[src/rtl/cfgp_pkg.sv]
// Package: shared encodings for the serial configuration port.
// Assumes: nothing beyond IEEE 1800-2017 enums.
package cfgp_pkg;

    // Mode machine states.
    typedef enum logic [1:0] {
        ST_IDLE   = 2'd0,
        ST_SHIFT  = 2'd1,
        ST_LOAD   = 2'd2,
        ST_VERIFY = 2'd3
    } cfgp_state_e;

    // Action requested from the shift and store datapath.
    typedef enum logic [1:0] {
        ACT_NONE    = 2'd0,
        ACT_SHIFT   = 2'd1,
        ACT_LOAD    = 2'd2,
        ACT_CAPTURE = 2'd3
    } cfgp_act_e;

endpackage

[src/rtl/cfgp_pin_mux.sv]
// Module: cfgp_pin_mux
// Routes the four shared pins either to the core logic inputs or to the
// programming function, and drives the readback pin.
// Assumes: pins are synchronous to the system clock; purely combinational.
module cfgp_pin_mux (
    input  logic       prog_en_n,
    input  logic       pin_sclk,
    input  logic       pin_mode,
    input  logic       pin_sdi,
    input  logic       pin_sdo_in,
    input  logic       shift_view,
    input  logic       sr_msb,
    output logic       prog_active,
    output logic       sdo_out,
    output logic       sdo_oe,
    output logic [3:0] logic_in
);
    logic [3:0] pin_vec;

    // Gather the pins in core-input bit order.
    always_comb begin
        pin_vec = {pin_sdo_in, pin_sdi, pin_mode, pin_sclk};
    end

    // Select the pin role from the enable.
    always_comb begin
        prog_active = ~prog_en_n;
        sdo_oe      = prog_active;
        logic_in    = prog_active ? 4'b0000 : pin_vec;
        sdo_out     = (prog_active && shift_view) ? sr_msb : 1'b0;
    end

endmodule

[src/rtl/cfgp_mode_fsm.sv]
// Module: cfgp_mode_fsm
// Detects rising shift-clock edges and steers the idle/shift/load/verify
// machine: mode high branches on the data pin, mode low issues an action.
// Assumes: sclk is synchronous to clk and each level lasts at least one clk.
module cfgp_mode_fsm
    import cfgp_pkg::*;
(
    input  logic        clk,
    input  logic        rst_n,
    input  logic        prog_active,
    input  logic        sclk,
    input  logic        mode,
    input  logic        sdi,
    output cfgp_state_e state,
    output cfgp_act_e   act
);
    logic        sclk_q;
    logic        step;
    cfgp_state_e state_nx;

    // Remember the previous shift-clock level for edge detection.
    always_ff @(posedge clk) begin
        if (!rst_n) sclk_q <= 1'b0;
        else        sclk_q <= sclk;
    end

    // One step per rising shift-clock edge, only in programming mode.
    always_comb begin
        step = prog_active && sclk && !sclk_q;
    end

    // Branch table used when mode is high.
    always_comb begin
        unique case (state)
            ST_IDLE:   state_nx = sdi ? ST_SHIFT : ST_IDLE;
            ST_SHIFT:  state_nx = sdi ? ST_LOAD  : ST_VERIFY;
            ST_LOAD:   state_nx = sdi ? ST_IDLE  : ST_SHIFT;
            ST_VERIFY: state_nx = sdi ? ST_IDLE  : ST_SHIFT;
            default:   state_nx = ST_IDLE;
        endcase
    end

    // State register: forced idle outside programming mode.
    always_ff @(posedge clk) begin
        if (!rst_n || !prog_active) state <= ST_IDLE;
        else if (step && mode)      state <= state_nx;
    end

    // Action decode used when mode is low.
    always_comb begin
        act = ACT_NONE;
        if (step && !mode) begin
            unique case (state)
                ST_SHIFT:  act = ACT_SHIFT;
                ST_LOAD:   act = ACT_LOAD;
                ST_VERIFY: act = ACT_CAPTURE;
                default:   act = ACT_NONE;
            endcase
        end
    end


    idle_on_exit_chk: assert property (@(posedge clk) disable iff (!rst_n)
        !prog_active |=> (state == ST_IDLE));


    hold_without_edge_chk: assert property (@(posedge clk) disable iff (!rst_n)
        (prog_active && sclk && sclk_q) |=> $stable(state));


    leave_idle_needs_sdi_chk: assert property (@(posedge clk) disable iff (!rst_n)
        ($past(state) == ST_IDLE && state == ST_SHIFT) |-> $past(sdi && mode));

endmodule

[src/rtl/cfgp_shift_store.sv]
// Module: cfgp_shift_store
// Holds the serial shift register and the configuration latch and performs
// the shift, load and capture actions requested by the mode machine.
// Assumes: at most one action per clock, issued as a single-cycle code.
module cfgp_shift_store
    import cfgp_pkg::*;
#(
    parameter int unsigned     CFG_W     = 8,
    parameter logic [CFG_W-1:0] CFG_RESET = 8'hA5
) (
    input  logic             clk,
    input  logic             rst_n,
    input  cfgp_act_e        act,
    input  logic             sdi,
    output logic             sr_msb,
    output logic [CFG_W-1:0] cfg
);
    localparam int unsigned MSB = CFG_W - 1;

    logic [CFG_W-1:0] sr;

    // Shift register: shift in at bit 0 or capture the latch for readback.
    always_ff @(posedge clk) begin
        if (!rst_n)                   sr <= '0;
        else if (act == ACT_SHIFT)    sr <= {sr[MSB-1:0], sdi};
        else if (act == ACT_CAPTURE)  sr <= cfg;
    end

    // Configuration latch: updated only by the load action.
    always_ff @(posedge clk) begin
        if (!rst_n)                cfg <= CFG_RESET;
        else if (act == ACT_LOAD)  cfg <= sr;
    end

    // Expose the bit that leaves first.
    always_comb begin
        sr_msb = sr[MSB];
    end


    cfg_only_on_load_chk: assert property (@(posedge clk) disable iff (!rst_n)
        (cfg != $past(cfg)) |-> ($past(act) == ACT_LOAD));


    shift_in_lsb_chk: assert property (@(posedge clk) disable iff (!rst_n)
        (act == ACT_SHIFT) |=> (sr[0] == $past(sdi)));


    capture_copy_chk: assert property (@(posedge clk) disable iff (!rst_n)
        (act == ACT_CAPTURE) |=> (sr == $past(cfg)));

endmodule

[src/rtl/cfg_serial_port.sv]
// Module: cfg_serial_port (top)
// Serial configuration port sharing four pins with dedicated logic inputs.
// Assumes: all pins synchronous to clk; synchronous active-low reset.
module cfg_serial_port
    import cfgp_pkg::*;
#(
    parameter int unsigned      CFG_W     = 8,
    parameter logic [CFG_W-1:0] CFG_RESET = 8'hA5
) (
    input  logic             clk,
    input  logic             rst_n,
    input  logic             prog_en_n,
    input  logic             pin_sclk,
    input  logic             pin_mode,
    input  logic             pin_sdi,
    input  logic             pin_sdo_in,
    output logic             pin_sdo_out,
    output logic             pin_sdo_oe,
    output logic [3:0]       logic_in,
    output logic [CFG_W-1:0] cfg_q
);
    logic        prog_active;
    logic        shift_view;
    logic        sr_msb;
    cfgp_state_e state;
    cfgp_act_e   act;

    cfgp_pin_mux i_mux (
        .prog_en_n  (prog_en_n),
        .pin_sclk   (pin_sclk),
        .pin_mode   (pin_mode),
        .pin_sdi    (pin_sdi),
        .pin_sdo_in (pin_sdo_in),
        .shift_view (shift_view),
        .sr_msb     (sr_msb),
        .prog_active(prog_active),
        .sdo_out    (pin_sdo_out),
        .sdo_oe     (pin_sdo_oe),
        .logic_in   (logic_in)
    );

    cfgp_mode_fsm i_fsm (
        .clk        (clk),
        .rst_n      (rst_n),
        .prog_active(prog_active),
        .sclk       (pin_sclk),
        .mode       (pin_mode),
        .sdi        (pin_sdi),
        .state      (state),
        .act        (act)
    );

    cfgp_shift_store #(
        .CFG_W    (CFG_W),
        .CFG_RESET(CFG_RESET)
    ) i_store (
        .clk   (clk),
        .rst_n (rst_n),
        .act   (act),
        .sdi   (pin_sdi),
        .sr_msb(sr_msb),
        .cfg   (cfg_q)
    );

    // Readback shows the register only in the shift state.
    always_comb begin
        shift_view = (state == ST_SHIFT);
    end


    oe_off_outside_prog_chk: assert property (@(posedge clk) disable iff (!rst_n)
        prog_en_n |-> !pin_sdo_oe);


    cfg_frozen_outside_prog_chk: assert property (@(posedge clk) disable iff (!rst_n)
        (prog_en_n && $past(prog_en_n)) |-> $stable(cfg_q));

endmodule

[config.mk]
export PLATFORM = sky130hd
export DESIGN_NAME = cfg_serial_port
export DESIGN_NICKNAME = d
export VERILOG_FILES = /design/src/rtl/cfgp_pkg.sv /design/src/rtl/cfgp_pin_mux.sv /design/src/rtl/cfgp_mode_fsm.sv /design/src/rtl/cfgp_shift_store.sv /design/src/rtl/cfg_serial_port.sv
export SDC_FILE = /design/constraint.sdc
export NUM_CORES = 1
export LEC_CHECK = 0
export ABC_AREA = 0
export BUFFER_PORTS_ARGS = -buffer_cell sky130_fd_sc_hd__buf_4
export CAP_MARGIN = 25
export CORE_MARGIN = 4
export CORE_UTILIZATION = 35
export CTS_BUF_LIST = sky130_fd_sc_hd__clkbuf_16
export DETAILED_ROUTE_END_ITERATION = 8
export GPL_ROUTABILITY_DRIVEN = 0
export GPL_TIMING_DRIVEN = 0
export PLACE_DENSITY_LB_ADDON = 0.12
export RECOVER_POWER = 100
export SYNTH_ARGS = -nofsm -noshare
export SYNTH_HDL_FRONTEND = slang
export SYNTH_SLANG_ARGS = --single-unit
[constraint.sdc]
create_clock -name clk -period 1.4 [get_ports clk]
set_input_delay 0.07 -clock clk [delete_from_list [all_inputs] [get_ports clk]]
set_output_delay 0.07 -clock clk [all_outputs]
set_load 0.05 [all_outputs]
==> Word-level counts from Yosys, hierarchy flattened <==
Index checks and enable logic that the tools add are counted.
{ "word_totals": {"ff_bits": 19, "in_bits": 7, "output_inout_bits": 14, "word_cells": 33} }
{ "classes": {"n_eq_ne": 6, "muxes": 10, "bitwise_logic": 1, "n_reduce_logical": 12} }
{ "ops": {"columns": ["op", "count"], "rows": [
  ["$mux W8", 2],
  ["$pmux W2 S3", 2],
  ["$eq A2 B2 Y1 const B", 4],
  ["$logic_and A1 B1 Y1", 5],
  ["$eq A2 B1 Y1 const B", 2],
  ["$mux W1", 4],
  ["$mux W4", 1],
  ["$logic_not A1 Y1", 3],
  ["$logic_not A2 Y1", 1],
  ["$mux W2", 1],
  ["$reduce_bool A2 Y1", 1],
  ["$reduce_or A2 Y1", 1],
  ["$logic_or A1 B1 Y1", 1],
  ["$not A1 Y1", 1]
]} }

==> Longest topological paths before layout <==
{ "depth": {"ltp_word": 8, "mapped_depth": 4, "depth_no_buf": 3} }

==> Modules after synthesis <==
A second synthesis with hierarchy kept.
{ "hier_totals": {"cells_unflattened": 96, "area_unflattened_um2": 858.3} }
{ "by_module_without_submodules": {"columns": ["module", "instances", "cells_each", "area_each_um2", "seq_area_each_um2"], "rows": [
  ["cfgp_shift_store", 1, 71, 634.4, 320.3],
  ["cfgp_mode_fsm", 1, 17, 160.2, 60.1],
  ["cfgp_pin_mux", 1, 7, 50.0, 0.0],
  ["cfg_serial_port", 1, 1, 13.8, 0.0]
]} }

==> Worst setup path after synthesis <==
No wires, ideal clock.
{ "synth_path": {"kind": "register to register", "start": "register i_fsm.sclk_q", "end": "register i_store.cfg[0]", "setup_time_ns": 0.134, "arrival_ns": 1.196, "t_required_ns": 1.266, "slack_ns": 0.070, "path_stages_with_launch": 5, "n_path_buf": 1, "period_less_slack_ns": 1.330, "path_cell_list": "dfxtp_1 -> or4b_1 -> buf_2 -> o21ai_0 -> nand3_1"} }
{ "synth_via": {"elab_chain_cells": 5} }
{ "synth_rtl": {"columns": ["item", "line_no", "rtl"], "rows": [
  ["start, declared", "cfgp_mode_fsm.sv:17", "logic sclk_q;"],
  ["start signal, assigned", "cfgp_mode_fsm.sv:24", "else sclk_q <= sclk;"],
  ["$logic_not A1 Y1", "cfgp_mode_fsm.sv:29", "step = prog_active && sclk && !sclk_q;"],
  ["$logic_and A1 B1 Y1", "cfgp_mode_fsm.sv:29", null],
  ["$logic_and A1 B1 Y1", "cfgp_mode_fsm.sv:52", "if (step && !mode) begin"],
  ["$mux W2", "cfgp_mode_fsm.sv:52", null],
  ["$eq A2 B2 Y1", "cfgp_shift_store.sv:32", "else if (act == ACT_LOAD) cfg <= sr;"],
  ["end signal, assigned", "cfgp_shift_store.sv:32", null],
  ["end, declared", "cfgp_shift_store.sv:16", "output logic [CFG_W-1:0] cfg"]
]} }
No other way between the ends.
A chain may end at the register's enable or synchronous reset.

==> Final worst setup path <==
{ "layout_path": {"start": "register i_fsm.sclk_q", "end": "register i_fsm.state[0]"} }
{ "layout_via": {"elab_chain_cells": 3} }
{ "layout_rtl": {"columns": ["item", "line_no", "rtl"], "rows": [
  ["$logic_not A1 Y1", "cfgp_mode_fsm.sv:29", null],
  ["$logic_and A1 B1 Y1", "cfgp_mode_fsm.sv:29", null],
  ["$logic_and A1 B1 Y1", "cfgp_mode_fsm.sv:46", "else if (step && mode) state <= state_nx;"],
  ["end signal, assigned", "cfgp_mode_fsm.sv:46", null],
  ["end, declared", "cfgp_mode_fsm.sv:14", "output cfgp_state_e state,"]
]} }
No other way between the ends.

==> parameters.txt <==
Parameter                              Value

Status
  Result of the run ... complete, no violations

Floorplan
  Total I/O pin count ... 21
  Core outline area ... 2520 um2
  Number of rows created at floorplan ... 18
  Area of the die ... 3560 um2
  Initial Utilization ... 37.1%
  Die boundary height ... 59.7 um
  DIE WIDTH ... 59.7 um

Clock tree
  Worst-path clk slew ... 0.06 ns
  Skew-Pair Late Insertion Delay ... 0.25 ns
  Total CTS buffers ... 3
  Clock sink count ... 19
  Number of H-tree branching levels ... 1
  Cell at the root of the clock tree ... sky130_fd_sc_hd__clkbuf_16
  TritonCTS clock tree ... done
  Number of buffers on the longest clock path ... 2

Critical path
  Startpoint type of the worst setup path ... register
  Logic depth of the worst register-to-register path ... 3
  Total stage count of the critical path ... 3
  Arrival time at the worst endpoint ... 1.47 ns
  Sort of element at the end of the critical path ... register
  Worst Path Required ... 1.54 ns
  Crit-path max FO ... 4
  Worst path max stage delay ... 0.67 ns
  Largest delay contributor family on the critical path ... simple AND/OR/NAND/NOR gates
  Slowest cell on the critical path ... sky130_fd_sc_hd__or4bb_2
  Cells along the critical path ... or4bb_2, o21ai_1, a21oi_1
  WP buf/inv ... 0
  Classification of the worst setup path ... reg2reg

Drt
  Number of violations reported at the end of detailed-routing iteration 0 ... 28
  Number of iterations in the first detailed-routing pass ... 4
  Final wirelength ... 2440 um
  Via density per instance ... 5.56
  Total via count in the routed design ... 878
  Count of antenna-violating nets left after detailed routing ... 0
  Average wire length per cell after detail routing ... 15.4 um
  DRC violation count after routing ... 0

STA
  Count of endpoints failing hold in the final timing report ... 0
  Tightest hold margin ... 0.0611 ns
  Crit path time final ... 1.33 ns
  RSZ-0062 raised after global routing ... false
  Setup TNS ... 0 ns
  Final worst path period share ... 95.1%
  Upper clock frequency limit ... 0.751 GHz
  Final setup vio count ... 0
  Max Clock Skew ... 0.00358 ns
  Actual transition at the worst max-transition pin ... 0.598 ns
  Tightest slew margin relative to the limit ... 60.3%
  Number of max-slew violations in the final report ... 0

Placed design
  Count of input and output buffers ... 19
  Dpl hpwl ... 1650 um
  Total instance count after detailed placement ... 150
  Placed cell areas ... 1110 um2

Power and ir drop
  Highest ir drop seen on vdd ... 0.883 mV
  Sw frac ... 22.9%
  Power per standard cell area ... 1060 nW/um2
  Share of power burned in registers ... 43.8%
  Sw Pwr ... 285 uW
  Cell Int Power ... 960 uW
  Share of total power in the clock network ... 47.5%
  Logic pwr share ... 8.7%
  Leak pwr ... 0.000410 uW

Logic synthesis
  Net count after synthesis ... 108
  Flops & latches, synth ... 19
  Count of distinct cell types in the synthesized netlist ... 25
  Post-Synthesis Cell Area ... 935 um2
  Sequential area share after synthesis ... 40.7%
  Count of synthesis-stage warnings from yosys ... 0
  Average cell area after synthesis ... 9.25 um2
  Post-Syn Instances ... 101

Layout
  Synthesis-to-finish area growth ... 25.3%
  Area of the multi-input gates ... 474 um2
  Combined flip-flop and latch cell area ... 383 um2
  N_diodes ... 0
  Highest-count cells in the layout ignoring fill and taps ... sky130_fd_sc_hd__dfxtp_1, sky130_fd_sc_hd__clkbuf_1, sky130_fd_sc_hd__buf_4, sky130_fd_sc_hd__nand3_1, sky130_fd_sc_hd__a21oi_1
  Non-filler instance count after layout ... 158
  Commonest non-fill, non-tap cell in the layout ... sky130_fd_sc_hd__dfxtp_1
  Share of post-route cells with drive strength above 1 ... 21.1%
  Summed area of non-filler cells in the final layout ... 1170 um2
  Final net count ... 136
  Final core utilization ... 46.4%
  # fillers ... 279

GRT
  Number of global-route vias before repair ... 854
  Global-route usage over all layers ... 15.3%
  First-pass GRT wire length ... 4010 um
  Pin count of the biggest net entering global routing ... 11
  Gr ovfl total ... 0
  Number of antenna violations at the first check in global routing ... 0

Min path
  Hold/Removal Path Class ... in2reg
  Cell depth of the worst min-delay path ... 2

Run
  Max capacitance violation total ... 0
worst reg2reg max path: stages (launching register included):
cell	delay, ns
sky130_fd_sc_hd__dfxtp_2	0.33
sky130_fd_sc_hd__or4bb_2	0.67
sky130_fd_sc_hd__o21ai_1	0.14
sky130_fd_sc_hd__a21oi_1	0.07
timing repair:
action,4_1_cts,5_1_grt
resized for setup,12,4
setup buffers,3,2
pin swaps,1,1
setup endpoints to repair,17,10
hold buffers,0,0
through the flow:
step / setup slack [ns] / power, uW
global placement: -0.0380 / 670
CTS: 0.00752 / 1270
global route: 0.00991 / 1290
finish: 0.0680 / 1250
detailed placement: -0.0578 / 672
floorplan: 0.0701 / 628
cells in the mapped netlist:
master                      instances  area (um2)
sky130_fd_sc_hd__inv_1              2        7.51
sky130_fd_sc_hd__dfxtp_1           19         380
sky130_fd_sc_hd__and2_1             4        25.0
sky130_fd_sc_hd__or4bb_2            1        12.5
sky130_fd_sc_hd__clkbuf_2           1        5.00
sky130_fd_sc_hd__o2bb2ai_1          8        70.1
sky130_fd_sc_hd__nor4b_4            1        23.8
sky130_fd_sc_hd__nand2b_1           1        6.26
sky130_fd_sc_hd__clkbuf_1           2        7.51
sky130_fd_sc_hd__and3_1             1        6.26
sky130_fd_sc_hd__a21boi_1           1        7.51
sky130_fd_sc_hd__o2111ai_1          8        70.1
sky130_fd_sc_hd__buf_6              4        45.0
sky130_fd_sc_hd__nor2_1             1        3.75
sky130_fd_sc_hd__nand3_1           12        60.1
sky130_fd_sc_hd__nand2_1            3        11.3
sky130_fd_sc_hd__o21ai_0           10        50.1
sky130_fd_sc_hd__a21oi_1           10        50.1
sky130_fd_sc_hd__or4b_1             1        10.0
sky130_fd_sc_hd__and4bb_2           1        12.5
sky130_fd_sc_hd__nor2b_1            3        18.8
sky130_fd_sc_hd__a21boi_2           1        11.3
sky130_fd_sc_hd__nor3b_1            1        7.51
sky130_fd_sc_hd__buf_2              2        10.0
sky130_fd_sc_hd__a21boi_0           3        22.5
cell families after synthesis:
logic type      Yosys count  share of synthesized area [%]
compound gates           41                           30.1
buf+inv                  11                           8.03
flops                    19                           40.7
simple gates             30                           21.2
area by class of cell:
cell class                 count  share of cell area (%)
timing repair buffer          24                    11.5
tap                           30                    3.21
clock buffer                   3                    6.41
multi-input combinational     71                    40.5
clock inverter                 1                   0.321
inverter                       2                   0.641
buffer                         8                    4.70
sequential                    19                    32.7
power by group through the flow:
| stage | clock, uW | sequential [uW] | combinational (uW) |
|---|---|---|---|
| final | 592 | 545 | 108 |
| after global routing | 627 | 545 | 116 |
| after CTS | 602 | 546 | 122 |
| after detailed placement | 0 | 557 | 115 |
| after global placement | 0 | 557 | 114 |
| after floorplan | 0 | 557 | 71.9 |
path summary, 6_finish.rpt:
| kind | end | start | slack (ns) |
|---|---|---|---|
| setup / recovery | i_fsm.state[0] | i_fsm.sclk_q | 0.07 |
| setup reg to reg | i_fsm.state[0] | i_fsm.sclk_q | 0.07 |
| hold reg to reg | i_store.sr[7] | i_store.sr[7] | 0.48 |
| hold / removal | i_fsm.sclk_q | pin_sclk | 0.06 |
sequential cells by signal, summed over array words and instances, names as in the netlist:
name / count
i_store.cfg: 8
i_fsm.sclk_q: 1
i_fsm.state: 2
i_store.sr: 8
metal layers:
| metal | wire length (um) | GRT usage [%] | vias up |
|---|---|---|---|
| met2 | 1100 | 22.7 | 12 |
| met1 | 1210 | 20.5 | 417 |
| met5 | 0 | 0 | - |
| li1 | - | - | 443 |
| met3 | 90 | 3.89 | 6 |
| met4 | 36 | 7.28 | 0 |
Note: power is estimated with default switching activity, not from simulation.
